$ cat config.mk
export PLATFORM = sky130hd
export DESIGN_NAME = cfgrd_window
export DESIGN_NICKNAME = d
export VERILOG_FILES = /design/src/rtl/cfgrd_pkg.sv /design/src/rtl/cfgrd_arm_ctrl.sv /design/src/rtl/cfgrd_byte_sel.sv /design/src/rtl/cfgrd_window.sv
export SDC_FILE = /design/constraint.sdc
export NUM_CORES = 1
export LEC_CHECK = 0
export BUFFER_PORTS_ARGS = -buffer_cell sky130_fd_sc_hd__buf_2
export CORE_MARGIN = 2
export CORE_UTILIZATION = 37
export CTS_BUF_LIST = sky130_fd_sc_hd__clkbuf_4 sky130_fd_sc_hd__clkbuf_8 sky130_fd_sc_hd__clkbuf_16
export CTS_CLUSTER_SIZE = 24
export DETAILED_ROUTE_END_ITERATION = 10
export GPL_ROUTABILITY_DRIVEN = 1
export GPL_TIMING_DRIVEN = 1
export PLACE_DENSITY = 0.77
export SLEW_MARGIN = 20
export SYNTH_ARGS = -nofsm -noshare
export SYNTH_HDL_FRONTEND = slang
export SYNTH_SLANG_ARGS = --single-unit
$ cat constraint.sdc
create_clock -name clk -period 1.67 [get_ports clk]
set_clock_uncertainty 0.1 [all_clocks]
set_input_delay 0.334 -clock clk [delete_from_list [all_inputs] [get_ports clk]]
set_output_delay 0.334 -clock clk [all_outputs]
set_load 0.02 [all_outputs]
$ cat src/rtl/cfgrd_pkg.sv
package cfgrd_pkg;

    localparam int BYTE_W = 8;
    localparam logic [BYTE_W-1:0] RESERVED_BYTE = 8'hFF;

    typedef enum logic [1:0] {
        WIN_NONE = 2'd0,
        WIN_SIG  = 2'd1,
        WIN_FUSE = 2'd2
    } win_mode_e;

endpackage

$ cat src/rtl/cfgrd_arm_ctrl.sv
module cfgrd_arm_ctrl
    import cfgrd_pkg::*;
#(
    parameter int WIN_CYC = 3
) (
    input  logic      clk,
    input  logic      rst,
    input  logic      arm_we_i,
    input  logic      arm_sig_i,
    input  logic      arm_fuse_i,
    input  logic      rd_req_i,
    output win_mode_e mode_o,
    output logic      arm_sig_o,
    output logic      arm_fuse_o
);

    localparam int CNT_W = $clog2(WIN_CYC + 1);
    localparam logic [CNT_W-1:0] CNT_FULL = CNT_W'(WIN_CYC);
    localparam logic [CNT_W-1:0] CNT_ONE  = CNT_W'(1);

    typedef struct packed {
        logic             sig;
        logic             fuse;
        logic [CNT_W-1:0] cnt;
    } arm_s;

    arm_s st_d, st_q;

    always_comb begin
        st_d = st_q;
        if (arm_we_i) begin
            // a new command always wins; an ambiguous one opens no window
            st_d.sig  = arm_sig_i;
            st_d.fuse = arm_fuse_i;
            st_d.cnt  = (arm_sig_i ^ arm_fuse_i) ? CNT_FULL : '0;
        end else if (st_q.sig | st_q.fuse) begin
            if ((st_q.sig & st_q.fuse) || rd_req_i || (st_q.cnt <= CNT_ONE)) begin
                st_d = '0;
            end else begin
                st_d.cnt = st_q.cnt - CNT_ONE;
            end
        end
    end

    always_ff @(posedge clk) begin
        if (rst) begin
            st_q <= '0;
        end else begin
            st_q <= st_d;
        end
    end

    always_comb begin
        if (st_q.sig && !st_q.fuse) begin
            mode_o = WIN_SIG;
        end else if (st_q.fuse && !st_q.sig) begin
            mode_o = WIN_FUSE;
        end else begin
            mode_o = WIN_NONE;
        end
    end

    assign arm_sig_o  = st_q.sig;
    assign arm_fuse_o = st_q.fuse;

    a_r5_read_clears: assert property (@(posedge clk) disable iff (rst)
        (mode_o != WIN_NONE && rd_req_i && !arm_we_i) |=> !(arm_sig_o || arm_fuse_o));

    a_r6_expire: assert property (@(posedge clk) disable iff (rst)
        (mode_o != WIN_NONE && st_q.cnt == CNT_ONE && !rd_req_i && !arm_we_i)
        |=> (mode_o == WIN_NONE));

    a_r6_live_window: assert property (@(posedge clk) disable iff (rst)
        (mode_o != WIN_NONE) |-> (st_q.cnt != '0));

    a_r7_both_drop: assert property (@(posedge clk) disable iff (rst)
        (arm_sig_o && arm_fuse_o && !arm_we_i) |=> !(arm_sig_o || arm_fuse_o));

    a_r8_restart: assert property (@(posedge clk) disable iff (rst)
        (arm_we_i && (arm_sig_i ^ arm_fuse_i)) |=> (mode_o != WIN_NONE));

    a_r9_disarm: assert property (@(posedge clk) disable iff (rst)
        (arm_we_i && !arm_sig_i && !arm_fuse_i) |=> (mode_o == WIN_NONE && !arm_sig_o && !arm_fuse_o));

    a_r10_reset: assert property (@(posedge clk)
        rst |=> (st_q == '0));

endmodule

$ cat src/rtl/cfgrd_byte_sel.sv
module cfgrd_byte_sel
    import cfgrd_pkg::*;
#(
    parameter int ADDR_W         = 16,
    parameter int SIG_BYTES      = 6,
    parameter int FUSE_EXT_ADDR  = 2,
    parameter int FUSE_HIGH_ADDR = 3
) (
    input  win_mode_e                  mode_i,
    input  logic [ADDR_W-1:0]          addr_i,
    input  logic [BYTE_W-1:0]          pmem_i,
    input  logic [SIG_BYTES*BYTE_W-1:0] sig_row_i,
    input  logic [BYTE_W-1:0]          fuse_high_prog_i,
    input  logic [BYTE_W-1:0]          fuse_ext_prog_i,
    output logic [BYTE_W-1:0]          byte_o
);

    localparam logic [ADDR_W-1:0] EXT_A  = ADDR_W'(FUSE_EXT_ADDR);
    localparam logic [ADDR_W-1:0] HIGH_A = ADDR_W'(FUSE_HIGH_ADDR);

    logic [SIG_BYTES-1:0] sig_hit;
    logic [BYTE_W-1:0]    sig_byte [SIG_BYTES];
    logic [BYTE_W-1:0]    sig_val;
    logic [BYTE_W-1:0]    fuse_val;

    for (genvar g = 0; g < SIG_BYTES; g++) begin : g_sig
        assign sig_byte[g] = sig_row_i[g*BYTE_W +: BYTE_W];
        assign sig_hit[g]  = (addr_i == ADDR_W'(g));
    end

    always_comb begin
        sig_val = RESERVED_BYTE;
        for (int i = 0; i < SIG_BYTES; i++) begin
            if (sig_hit[i]) begin
                sig_val = sig_byte[i];
            end
        end
    end

    // stored bits mark programmed cells with 1; the read view is active-low
    always_comb begin
        if (addr_i == EXT_A) begin
            fuse_val = ~fuse_ext_prog_i;
        end else if (addr_i == HIGH_A) begin
            fuse_val = ~fuse_high_prog_i;
        end else begin
            fuse_val = RESERVED_BYTE;
        end
    end

    always_comb begin
        unique case (mode_i)
            WIN_SIG:  byte_o = sig_val;
            WIN_FUSE: byte_o = fuse_val;
            default:  byte_o = pmem_i;
        endcase
    end

endmodule

$ cat src/rtl/cfgrd_window.sv
module cfgrd_window
    import cfgrd_pkg::*;
#(
    parameter int ADDR_W         = 16,
    parameter int WIN_CYC        = 3,
    parameter int SIG_BYTES      = 6,
    parameter int FUSE_EXT_ADDR  = 2,
    parameter int FUSE_HIGH_ADDR = 3
) (
    input  logic                        clk,
    input  logic                        rst,
    input  logic                        arm_we,
    input  logic                        arm_sig,
    input  logic                        arm_fuse,
    input  logic                        rd_req,
    input  logic [ADDR_W-1:0]           rd_addr,
    input  logic [BYTE_W-1:0]           pmem_data,
    input  logic [SIG_BYTES*BYTE_W-1:0] sig_row,
    input  logic [BYTE_W-1:0]           fuse_high_prog,
    input  logic [BYTE_W-1:0]           fuse_ext_prog,
    output logic [BYTE_W-1:0]           rd_data,
    output logic                        rd_valid,
    output logic                        arm_sig_st,
    output logic                        arm_fuse_st
);

    typedef struct packed {
        logic              vld;
        logic [BYTE_W-1:0] data;
    } rsp_s;

    win_mode_e         mode;
    logic [BYTE_W-1:0] sel_byte;
    rsp_s              rsp_d, rsp_q;

    cfgrd_arm_ctrl #(
        .WIN_CYC (WIN_CYC)
    ) arm_i (
        .clk        (clk),
        .rst        (rst),
        .arm_we_i   (arm_we),
        .arm_sig_i  (arm_sig),
        .arm_fuse_i (arm_fuse),
        .rd_req_i   (rd_req),
        .mode_o     (mode),
        .arm_sig_o  (arm_sig_st),
        .arm_fuse_o (arm_fuse_st)
    );

    cfgrd_byte_sel #(
        .ADDR_W         (ADDR_W),
        .SIG_BYTES      (SIG_BYTES),
        .FUSE_EXT_ADDR  (FUSE_EXT_ADDR),
        .FUSE_HIGH_ADDR (FUSE_HIGH_ADDR)
    ) sel_i (
        .mode_i           (mode),
        .addr_i           (rd_addr),
        .pmem_i           (pmem_data),
        .sig_row_i        (sig_row),
        .fuse_high_prog_i (fuse_high_prog),
        .fuse_ext_prog_i  (fuse_ext_prog),
        .byte_o           (sel_byte)
    );

    always_comb begin
        rsp_d     = rsp_q;
        rsp_d.vld = rd_req;
        if (rd_req) begin
            rsp_d.data = sel_byte;
        end
    end

    always_ff @(posedge clk) begin
        if (rst) begin
            rsp_q <= '0;
        end else begin
            rsp_q <= rsp_d;
        end
    end

    assign rd_valid = rsp_q.vld;
    assign rd_data  = rsp_q.data;

    a_r1_normal_read: assert property (@(posedge clk) disable iff (rst)
        (rd_req && mode == WIN_NONE) |=> (rd_valid && rd_data == $past(pmem_data)));

    a_r4_sig_reserved: assert property (@(posedge clk) disable iff (rst)
        (rd_req && mode == WIN_SIG && rd_addr >= ADDR_W'(SIG_BYTES)) |=> (rd_data == RESERVED_BYTE));

    a_r3_fuse_ext: assert property (@(posedge clk) disable iff (rst)
        (rd_req && mode == WIN_FUSE && rd_addr == ADDR_W'(FUSE_EXT_ADDR))
        |=> (rd_data == ~$past(fuse_ext_prog)));

    a_r10_reset_out: assert property (@(posedge clk)
        rst |=> (!rd_valid && rd_data == '0));

endmodule

Word level (Yosys, flattened, before mapping)

Cells that the tools add are included.
W data, S select, Z words.

ROM bits: 0
Word-level logic and storage cells: 45
Bits of input ports: 94
Flip-flop bits (word level): 13
Memories: 0
RAM bits: 0
Latch bits: 0

Divide/modulo/power cells: 0
$mul: 0
Shifts and indexed selects: 0
Add/sub/neg operators: 1
Bitwise logic cells: 5
Muxes and demuxes: 16
Reduce and logical (&&, ||, !) cells: 10
Magnitude comparators: 1
Equality and inequality tests: 7

Operator list:

| cell                  | number |
|---|---|
| $mux W8               | 8 |
| $eq A16 B2 Y1 const B | 2 |
| $eq A16 B3 Y1 const B | 2 |
| $eq A16 B1 Y1 const B | 1 |
| $logic_not A16 Y1     | 1 |
| $not A8 Y8            | 2 |
| $pmux W8 S2           | 1 |
| $mux W2               | 5 |
| $mux W4               | 2 |
| $reduce_bool A2 Y1    | 2 |
| $eq A2 B1 Y1 const B  | 1 |
| $eq A2 B2 Y1 const B  | 1 |
| $le A2 B1 Y1 const B  | 1 |
| $logic_and A1 B1 Y1   | 2 |
| $logic_not A1 Y1      | 2 |
| $logic_or A1 B1 Y1    | 2 |
| $reduce_and A2 Y1     | 1 |
| $sub A2 B1 Y2 const B | 1 |
| $and A1 B1 Y1         | 1 |
| $or A1 B1 Y1          | 1 |
| $xor A1 B1 Y1         | 1 |

Depth between registers and ports, before layout

Gate-level depths: netlist of the first run.

Word-level depth: 8
Gate-level depth with buffers: 7

Hierarchy

A second synthesis of the first run with hierarchy kept.

Cell total of the unflattened synthesis: 141
Area, all modules: 1347.5 sq um

By module, submodules not included:

| module         | area each (sq um) | instances | cells each | seq. area each (sq um) |
|---|---|---|---|---|
| cfgrd_byte_sel | 825.8             | 1         | 91         | 0.0 |
| cfgrd_window   | 312.8             | 1         | 28         | 180.2 |
| cfgrd_arm_ctrl | 209.0             | 1         | 22         | 80.1 |

Least setup slack after synthesis of the first run

OpenSTA, ideal clock, no wires.

Kind: flip-flop to flip-flop
Start point: register arm_i.st_q, in the netlist arm_i.arm_sig_o
End point: register rsp_q, in the netlist rd_data[0]
Library setup time: 0.132 ns
Arrival time: 1.698 ns
Clock period less this slack: 1.930 ns
Path slack: -0.260 ns
Required time: 1.438 ns
Buffers on the path: 1
Stages on the path, launching flop included: 7
Cells stage by stage: dfxtp_1 inv_1 ha_1 clkbuf_1 nand3_1 nor4_1 o32ai_1

Longest elaborated chain between the ends: 6
Elaborated cells on any way between the ends: 8
Those cells by class: eq/ne (2); mux (3); reduce/logical (3)

RTL lines:

| element                                      | RTL line             | RTL |
|---|---|---|
| start: declaration                           | cfgrd_arm_ctrl.sv:27 | `arm_s st_d, st_q;` |
| start signal: assignment                     | cfgrd_arm_ctrl.sv:49 | `st_q <= st_d;` |
| $logic_not A1 Y1                             | cfgrd_arm_ctrl.sv:56 | `end else if (st_q.fuse && !st_q.sig) begin` |
| $logic_and A1 B1 Y1                          | cfgrd_arm_ctrl.sv:56 |  |
| $mux W2                                      | cfgrd_arm_ctrl.sv:56 |  |
| $mux W2 (*)                                  | cfgrd_arm_ctrl.sv:54 | `if (st_q.sig && !st_q.fuse) begin` |
| $eq A2 B2 Y1 or $eq A2 B1 Y1 (tied branches) | cfgrd_byte_sel.sv:52 | `unique case (mode_i)` |
| $pmux W8 S2 (*)                              | cfgrd_byte_sel.sv:52 |  |
| end signal: assignment                       | cfgrd_window.sv:77   | `rsp_q <= rsp_d;` |
| end: declaration                             | cfgrd_window.sv:34   | `rsp_s rsp_d, rsp_q;` |

Every way passes the cells marked *; elsewhere a longest branch is shown, timed or not.
A chain may end at the register's enable or synchronous reset.

Worst setup path in the final report of the first run

Start point: register arm_i.st_q[1] (netlist bit)
End point: register arm_i.st_q, in the netlist arm_i.arm_sig_o

Longest elaborated chain between the ends: 4

RTL lines:

| element                      | RTL line             | RTL |
|---|---|---|
| $le A2 B1 Y1                 | cfgrd_arm_ctrl.sv:37 | `if ((st_q.sig & st_q.fuse) \|\| rd_req_i \|\| (st_q.cnt <= CNT_ONE)) begin` |
| $logic_or A1 B1 Y1           | cfgrd_arm_ctrl.sv:37 |  |
| $reduce_bool A2 Y1 (no line) | n/a                  |  |
| $reduce_and A2 Y1 (no line)  | n/a                  |  |

Every way passes these cells.

==> results of run 1 <==
==> worst max-delay path, cell delays in order, from the launching register on <==
cell and delay [ns]:
sky130_fd_sc_hd__dfxtp_2 0.33, sky130_fd_sc_hd__inv_2 0.05, sky130_fd_sc_hd__ha_1 0.18, sky130_fd_sc_hd__or4_4 0.53
sky130_fd_sc_hd__nor2_4 0.13, sky130_fd_sc_hd__o21ai_0 0.10, sky130_fd_sc_hd__a21oi_1 0.13
==> routing by layer <==
metal  GRT usage (%)  routed length (um)
met2            38.3                2290
met5               0                   0
met4            5.10                  38
met1            29.6                1910
met3            3.72                 312
==> sequential cells by signal, summed over array words and instances, names as in the netlist <==
name	flops
rd_data	8
arm_i.st_q	2
arm_i.arm_fuse_o	1
arm_i.arm_sig_o	1
rd_valid	1
==> kinds of logic (layout without fill, tap and decap cells) <==
family,after synthesis,after routing,synth area share (%)
muxes,16,16,18.3
xor gates and xnor gates,1,1,0.607
adders and majority gates,5,5,4.33
and+or+nand+nor,73,73,29.0
buffers and inverters,18,128,10.2
AOI/OAI and AO/OA,39,39,19.5
DFF,13,13,18.0
==> cell usage after synthesis (all sizes together) (2+ instances only) <==
cell    count  share of area [%]
o221ai      8                4.9
buf         5                3.5
o21ai      10                3.5
nand2b      2               0.87
nor3       10                3.5
ha          5                4.3
a211oi      8                4.2
nand3       2                1.0
nor2b      16                6.9
and2b       4                2.4
a21oi       3                1.0
mux2i       8                5.5
nand2       5                1.3
dfxtp      13                 18
mux4        8                 13
clkbuf      8                5.0
nor4       11                6.2
nor2       20                5.2
inv         4                1.0
o32ai       8                4.9
==> power by group through the flow <==
stage	combinational (mW)	clock, mW	sequential, mW
after floorplan	0.195	0	0.389
after global placement	0.401	0	0.362
after detailed placement	0.407	0	0.362
after CTS	0.424	0.311	0.356
after global routing	0.472	0.325	0.361
final	0.428	0.307	0.357
==> metrics by stage <==
step	std cells	worst slack, ns
after floorplan	165	0.0265
after global placement	319	-0.0814
after detailed placement	319	-0.0977
after CTS	323	0.00872
after global routing	323	-0.0309
final	323	0.0575
==> placed cells by master, fill, tap and decap left out, types with 2 or more instances in the layout <==
master / n
sky130_fd_sc_hd__a21oi_1: 3
sky130_fd_sc_hd__o32ai_1: 7
sky130_fd_sc_hd__and2b_2: 4
sky130_fd_sc_hd__a211oi_1: 8
sky130_fd_sc_hd__clkbuf_8: 3
sky130_fd_sc_hd__inv_2: 3
sky130_fd_sc_hd__nor2b_1: 16
sky130_fd_sc_hd__buf_4: 13
sky130_fd_sc_hd__dfxtp_2: 3
sky130_fd_sc_hd__buf_12: 2
sky130_fd_sc_hd__ha_1: 4
sky130_fd_sc_hd__dfxtp_1: 10
sky130_fd_sc_hd__mux2i_1: 8
sky130_fd_sc_hd__nor4_1: 7
sky130_fd_sc_hd__o21ai_0: 9
sky130_fd_sc_hd__o221ai_1: 8
sky130_fd_sc_hd__nand2_1: 5
sky130_fd_sc_hd__nor4_4: 2
sky130_fd_sc_hd__nor3_1: 10
sky130_fd_sc_hd__nor2_1: 19
sky130_fd_sc_hd__buf_2: 104
sky130_fd_sc_hd__nor4_2: 2
sky130_fd_sc_hd__mux4_2: 7
==> timing repair <==
action	4_1_cts	5_1_grt
pin swaps	3	6
endpoints found under the setup margin	12	10
resized for setup	11	5
==> cell type report <==
type	instances	area, um^2	area share (%)
repair buffers	120	669	31.0
clock buffers	4	48.8	2.26
well taps	48	60.1	2.78
inverters	4	15.0	0.695
multi-input cells	134	1100	51.1
flip-flops and latches	13	264	12.2
==> final timing paths <==
kind / cells after the start / slack [ns] / end
worst min-delay path: 3 / 0.24 / arm_i.arm_fuse_o$_SDFFE_PP0P_
worst min register to register: 2 / 0.41 / arm_i.arm_fuse_o$_SDFFE_PP0P_
worst max register to register: 6 / 0.06 / arm_i.arm_sig_o$_SDFFE_PP0P_
worst max-delay path: 6 / 0.06 / arm_i.arm_sig_o$_SDFFE_PP0P_
==> impl_metrics.csv, run 1 <==
group,metric,value,unit
pwr,ir_drop,0.251,mV
floorplan,top_level_ports,105,
sta,final_min_period_over_clock_period,96.6,%
pwr,leakage,0.966,nW
cts,cts_buffer_depth,2,
worst_hold_path,hp-start,"arm_fuse",
synthesis,netlist-cell-type-count,34,
synthesis,synth_nets,264,
grt,grt_start_max_net_pins,21,
grt,grt_first_pass_wirelength,7780,um
sta,timing.hold.ws,0.244,ns
cts,cts_inserted_buffers,3,
sta,worstMarginPinSlew,0.336,ns
layout,layout-area-overhead-vs-synth,49.7,%
layout,final_net_count,375,
grt,first_global_vias,1691,
pwr,clock_share_of_power,28.1,%
cts,cts.reportedPaths.clkPinSlew,0.06,ns
route,ant_nets,0,
synthesis,synth_area,1440,um^2
cts,cts_tree,"yes",
synthesis,synthArstFlopShare,0,%
pwr,intPower,0.749,mW
cts,cts_max_level,1,
grt,global_route.usage.total,22.5,%
sta,tns,0,ns
pwr,part_of_the_total_power_dissipated_in_sequential_elements,32.7,%
sta,setup_viol,0,
pwr,pwr_density_cell,505,nW/um^2
route,drc_errors,0,
sta,max_slew_headroom,77.0,%
synthesis,share_of_synthesized_area_occupied_by_flip_flops_and_latches,18.0,%
worst_setup_path,timing.critical_path.to_type,"flop",
floorplan,initial_core_util,38.9,%
place,port_buffers,104,
pwr,combinationalPowerShare,39.2,%
route,drt-pass1-iter-count,4,
job,drv.max_cap_violation_count,0,
layout,stdcell_area,2160,um^2
route,drt-total-wl,4550,um
layout,diodes_inserted,0,
floorplan,dieHeight,66.5,um
sta,hold_viol,0,
sta,final-max-slew-violation-count,0,
sta,fmax,0.620,GHz
pwr,p_sw_share,31.5,%
floorplan,core_area,3720,um^2
cts,worst_skew_pair.late_latency,0.24,ns
place,routabilityCongestion,0.825,
route,overall_via_count_from_detail_route,1719,
pwr,totalPowerFinal,1.09,mW
worst_setup_path,worst-path-max-fanout,4,
worst_setup_path,worst_path_required,1.74,ns
sta,finalWorstPathRequiredPeriod,1.61,ns
synthesis,yosys_most_used_dff,"sky130_fd_sc_hd__dfxtp_1",
floorplan,die_w,66.5,um
route,avgViaCountPerCell,5.32,
route,drt_iter0_markers,103,
floorplan,design.die.area,4420,um^2
layout,layout-drive-gt1-share,55.3,%
worst_setup_path,launch_point_of_the_worst_path,"arm_i.st_q[1]$_SDFFE_PP0P_",
synthesis,synth-seq-cells,13,
grt,antenna_found_initial,0,
worst_hold_path,holdCritPathClass,"in -> reg",
place,placed_cell_area,2040,um^2
synthesis,synth-edff-count,0,
worst_setup_path,arrival,1.68,ns
cts,holdBufCountCts,0,
layout,fin_util,58.1,%
place,place.detailed.hpwl,3700,um
sta,rsz0062_at_grt,"yes",
worst_setup_path,critical_path.reg2reg.startpoint,"arm_i.st_q[1]$_SDFFE_PP0P_",
cts,clock_sinks,13,
worst_setup_path,critical_path.startpoint_type,"flop",
worst_setup_path,critPathKind,"reg -> reg",
pwr,p_sw,0.344,mW
layout,nFillCells,355,
cts,clk_root_buffer_cell,"sky130_fd_sc_hd__clkbuf_8",
run_status,outcome,"finished, final reports clean",
synthesis,synth.avg_cell_area,8.75,um^2
cts,cts.repair_timing.setup_buffer_count,0,
grt,globalRoute.totalOverflow,0,
synthesis,yosys_warnings,0,
synthesis,postSynthCellCount,165,
route,detail_route.wl_per_cell,14.1,um
floorplan,placementRows,22,
No activity file was read; power rests on OpenSTA's default activity.
==> inputs of run 2 (changes only) <==
--- a/config.mk
+++ b/config.mk
@@ -7,14 +7,15 @@
 export LEC_CHECK = 0
 export BUFFER_PORTS_ARGS = -buffer_cell sky130_fd_sc_hd__buf_2
 export CORE_MARGIN = 2
-export CORE_UTILIZATION = 37
+export CORE_UTILIZATION = 35
 export CTS_BUF_LIST = sky130_fd_sc_hd__clkbuf_4 sky130_fd_sc_hd__clkbuf_8 sky130_fd_sc_hd__clkbuf_16
 export CTS_CLUSTER_SIZE = 24
 export DETAILED_ROUTE_END_ITERATION = 10
 export GPL_ROUTABILITY_DRIVEN = 1
 export GPL_TIMING_DRIVEN = 1
-export PLACE_DENSITY = 0.77
+export PLACE_DENSITY = 0.74
 export SLEW_MARGIN = 20
 export SYNTH_ARGS = -nofsm -noshare
 export SYNTH_HDL_FRONTEND = slang
 export SYNTH_SLANG_ARGS = --single-unit
+export TNS_END_PERCENT = 5
==> constraint.sdc (replaced) <==
create_clock -name clk -period 1.67 [get_ports clk]
set_clock_uncertainty 0.1 [all_clocks]
set_input_delay 0.334 -clock clk [delete_from_list [all_inputs] [get_ports clk]]
set_output_delay 0.334 -clock clk [all_outputs]
set_load 0.005 [all_outputs]
==> run 2 against run 1 <==
Against the previous run: wire length shrank 2.4%; worst hold slack gained 0.012 ns; first-iteration DRC count decreased by 50%; largest cell class unchanged; cell area up 1.9%; critical endpoint unchanged; cell count up 0.62%; flip-flop and latch count is the same.
==> impl_metrics.csv, run 2 (synthesized netlist as in run 1, its figures left out) <==
group,metric,value,unit
place,port_buffers,104,
cts,worst_skew_pair.late_latency,0.24,ns
route,avgViaCountPerCell,5.21,
sta,tns,0,ns
floorplan,design.die.area,4660,um^2
cts,cts_tree,"yes",
grt,first_global_vias,1535,
sta,layout_setup_ws,0.0406,ns
pwr,totalPowerFinal,1.07,mW
pwr,leakage,0.970,nW
floorplan,initial_core_util,36.4,%
sta,worstMarginPinSlew,0.271,ns
run_status,outcome,"finished, final reports clean",
layout,fin_util,55.5,%
layout,diodes_inserted,0,
grt,global_route.peak_usage_layer,"met2",
place,placed_cell_area,2040,um^2
grt,globalRoute.totalOverflow,0,
sta,rsz0062_at_grt,"yes",
grt,groute.layer.met2.usage,32.3,%
grt,global_route.usage.total,19.8,%
sta,fmax,0.614,GHz
cts,clock_sinks,13,
layout,layout.cells.most_common,"sky130_fd_sc_hd__buf_2",
layout,stdcell_area,2200,um^2
route,drc_errors,0,
cts,cts_max_level,1,
cts,clk_root_buffer_cell,"sky130_fd_sc_hd__clkbuf_8",
sta,final-max-slew-violation-count,0,
sta,setup_viol,0,
route,drt-total-wl,4440,um
layout,layout.cells.most_common_list,"104 x sky130_fd_sc_hd__buf_2, 19 x sky130_fd_sc_hd__nor2_1, 16 x sky130_fd_sc_hd__nor2b_1, 14 x sky130_fd_sc_hd__buf_4, 11 x sky130_fd_sc_hd__dfxtp_1",
worst_setup_path,arrival,1.70,ns
route,detail_route.wl_per_cell,13.6,um
worst_setup_path,critPathKind,"reg -> reg",
floorplan,core_area,3970,um^2
grt,grtUsageMet1,25.9,%
route,ant_nets,0,
place,place.detailed.hpwl,3710,um
job,drv.max_cap_violation_count,0,
cts,cts_buffer_depth,2,
cts,cts_inserted_buffers,3,
layout,final_net_count,375,
pwr,part_of_the_total_power_dissipated_in_sequential_elements,33.5,%
place,routabilityCongestion,0.798,
pwr,p_sw_share,30.3,%
pwr,pwr_density_cell,488,nW/um^2
pwr,p_sw,0.326,mW
worst_setup_path,worst_path_required,1.74,ns
cts,cts.reportedPaths.clkPinSlew,0.06,ns
sta,hold_viol,0,
layout,layout-area-overhead-vs-synth,52.5,%
layout,layout-drive-gt1-share,56.7,%
layout,largest_register_ff_count,8,
cts,holdBufCountCts,0,
pwr,intPower,0.748,mW
route,overall_via_count_from_detail_route,1693,
pwr,combinationalPowerShare,37.7,%
place,place_worst_setup_slack,-0.104,ns
pwr,ir_drop,0.218,mV
worst_hold_path,holdCritPathClass,"in -> reg",
worst_setup_path,worst-path-max-fanout,4,
grt,antenna_found_initial,0,
sta,finalWorstPathRequiredPeriod,1.63,ns
worst_setup_path,timing.critical_path.to_type,"flop",
floorplan,die_w,68.2,um
sta,max_slew_headroom,81.4,%
grt,grt_start_max_net_pins,21,
floorplan,top_level_ports,105,
pwr,clock_share_of_power,28.8,%
grt,grt_first_pass_wirelength,6970,um
floorplan,placementRows,23,
grt,global_routing_usage_on_met3,3.95,%
floorplan,dieHeight,68.2,um
route,drt-pass1-iter-count,4,
worst_setup_path,critical_path.startpoint_type,"flop",
route,drt_iter0_markers,51,
sta,final_min_period_over_clock_period,97.6,%
## run 2: final cells by class
type	instances	area (um^2)
fillers	365	1770
multi-input cells	134	1150
repair buffers	120	666
flip-flops and latches	13	263
well taps	50	62.6
clock buffers	4	48.8
inverters	4	15.0
## run 2: final timing paths
check,startpoint,end,slack (ns),depth (start not counted)
max,arm_i.st_q[1]$_SDFFE_PP0P_,arm_i.arm_sig_o$_SDFFE_PP0P_,0.04,6
min reg2reg,arm_i.st_q[1]$_SDFFE_PP0P_,arm_i.st_q[1]$_SDFFE_PP0P_,0.47,2
max reg2reg,arm_i.st_q[1]$_SDFFE_PP0P_,arm_i.arm_sig_o$_SDFFE_PP0P_,0.04,6
min,arm_fuse,arm_i.arm_fuse_o$_SDFFE_PP0P_,0.26,3
## run 2: power groups by stage
stage | combinational (mW) | clock (mW) | sequential, mW
after CTS | 0.381 | 0.309 | 0.359
after global placement | 0.369 | 0 | 0.363
after global routing | 0.450 | 0.335 | 0.362
after detailed placement | 0.378 | 0 | 0.365
after floorplan | 0.195 | 0 | 0.363
final | 0.405 | 0.309 | 0.360
## run 2: worst max-delay path: stages, from the launching register on
cell                      delay, ns
sky130_fd_sc_hd__dfxtp_2       0.33
sky130_fd_sc_hd__inv_2         0.05
sky130_fd_sc_hd__ha_1          0.17
sky130_fd_sc_hd__or4_4         0.52
sky130_fd_sc_hd__nor2_4        0.16
sky130_fd_sc_hd__o21ai_1       0.09
sky130_fd_sc_hd__a21oi_1       0.14
## run 2: stage by stage
stage	hold WS [ns]	std cells
floorplan	0.374	165
finish	0.257	325
global route	0.255	325
detailed placement	0.499	321
CTS	0.255	325
global placement	0.455	321
## run 2: per-layer routing
metal | up-vias | part of all wire, %
met4 | 0 | 1.3
li1 | 858 | -
met1 | 747 | 41
met5 | - | 0
met3 | 6 | 9.0
met2 | 82 | 49
## run 2: repair_timing
item | 4_1_cts | 5_1_grt
setup endpoints to repair | 12 | 12
hold endpoints to repair | 0 | 0
pin swaps | 0 | 3
setup buffers | 0 | 0
gates resized for setup | 4 | 26
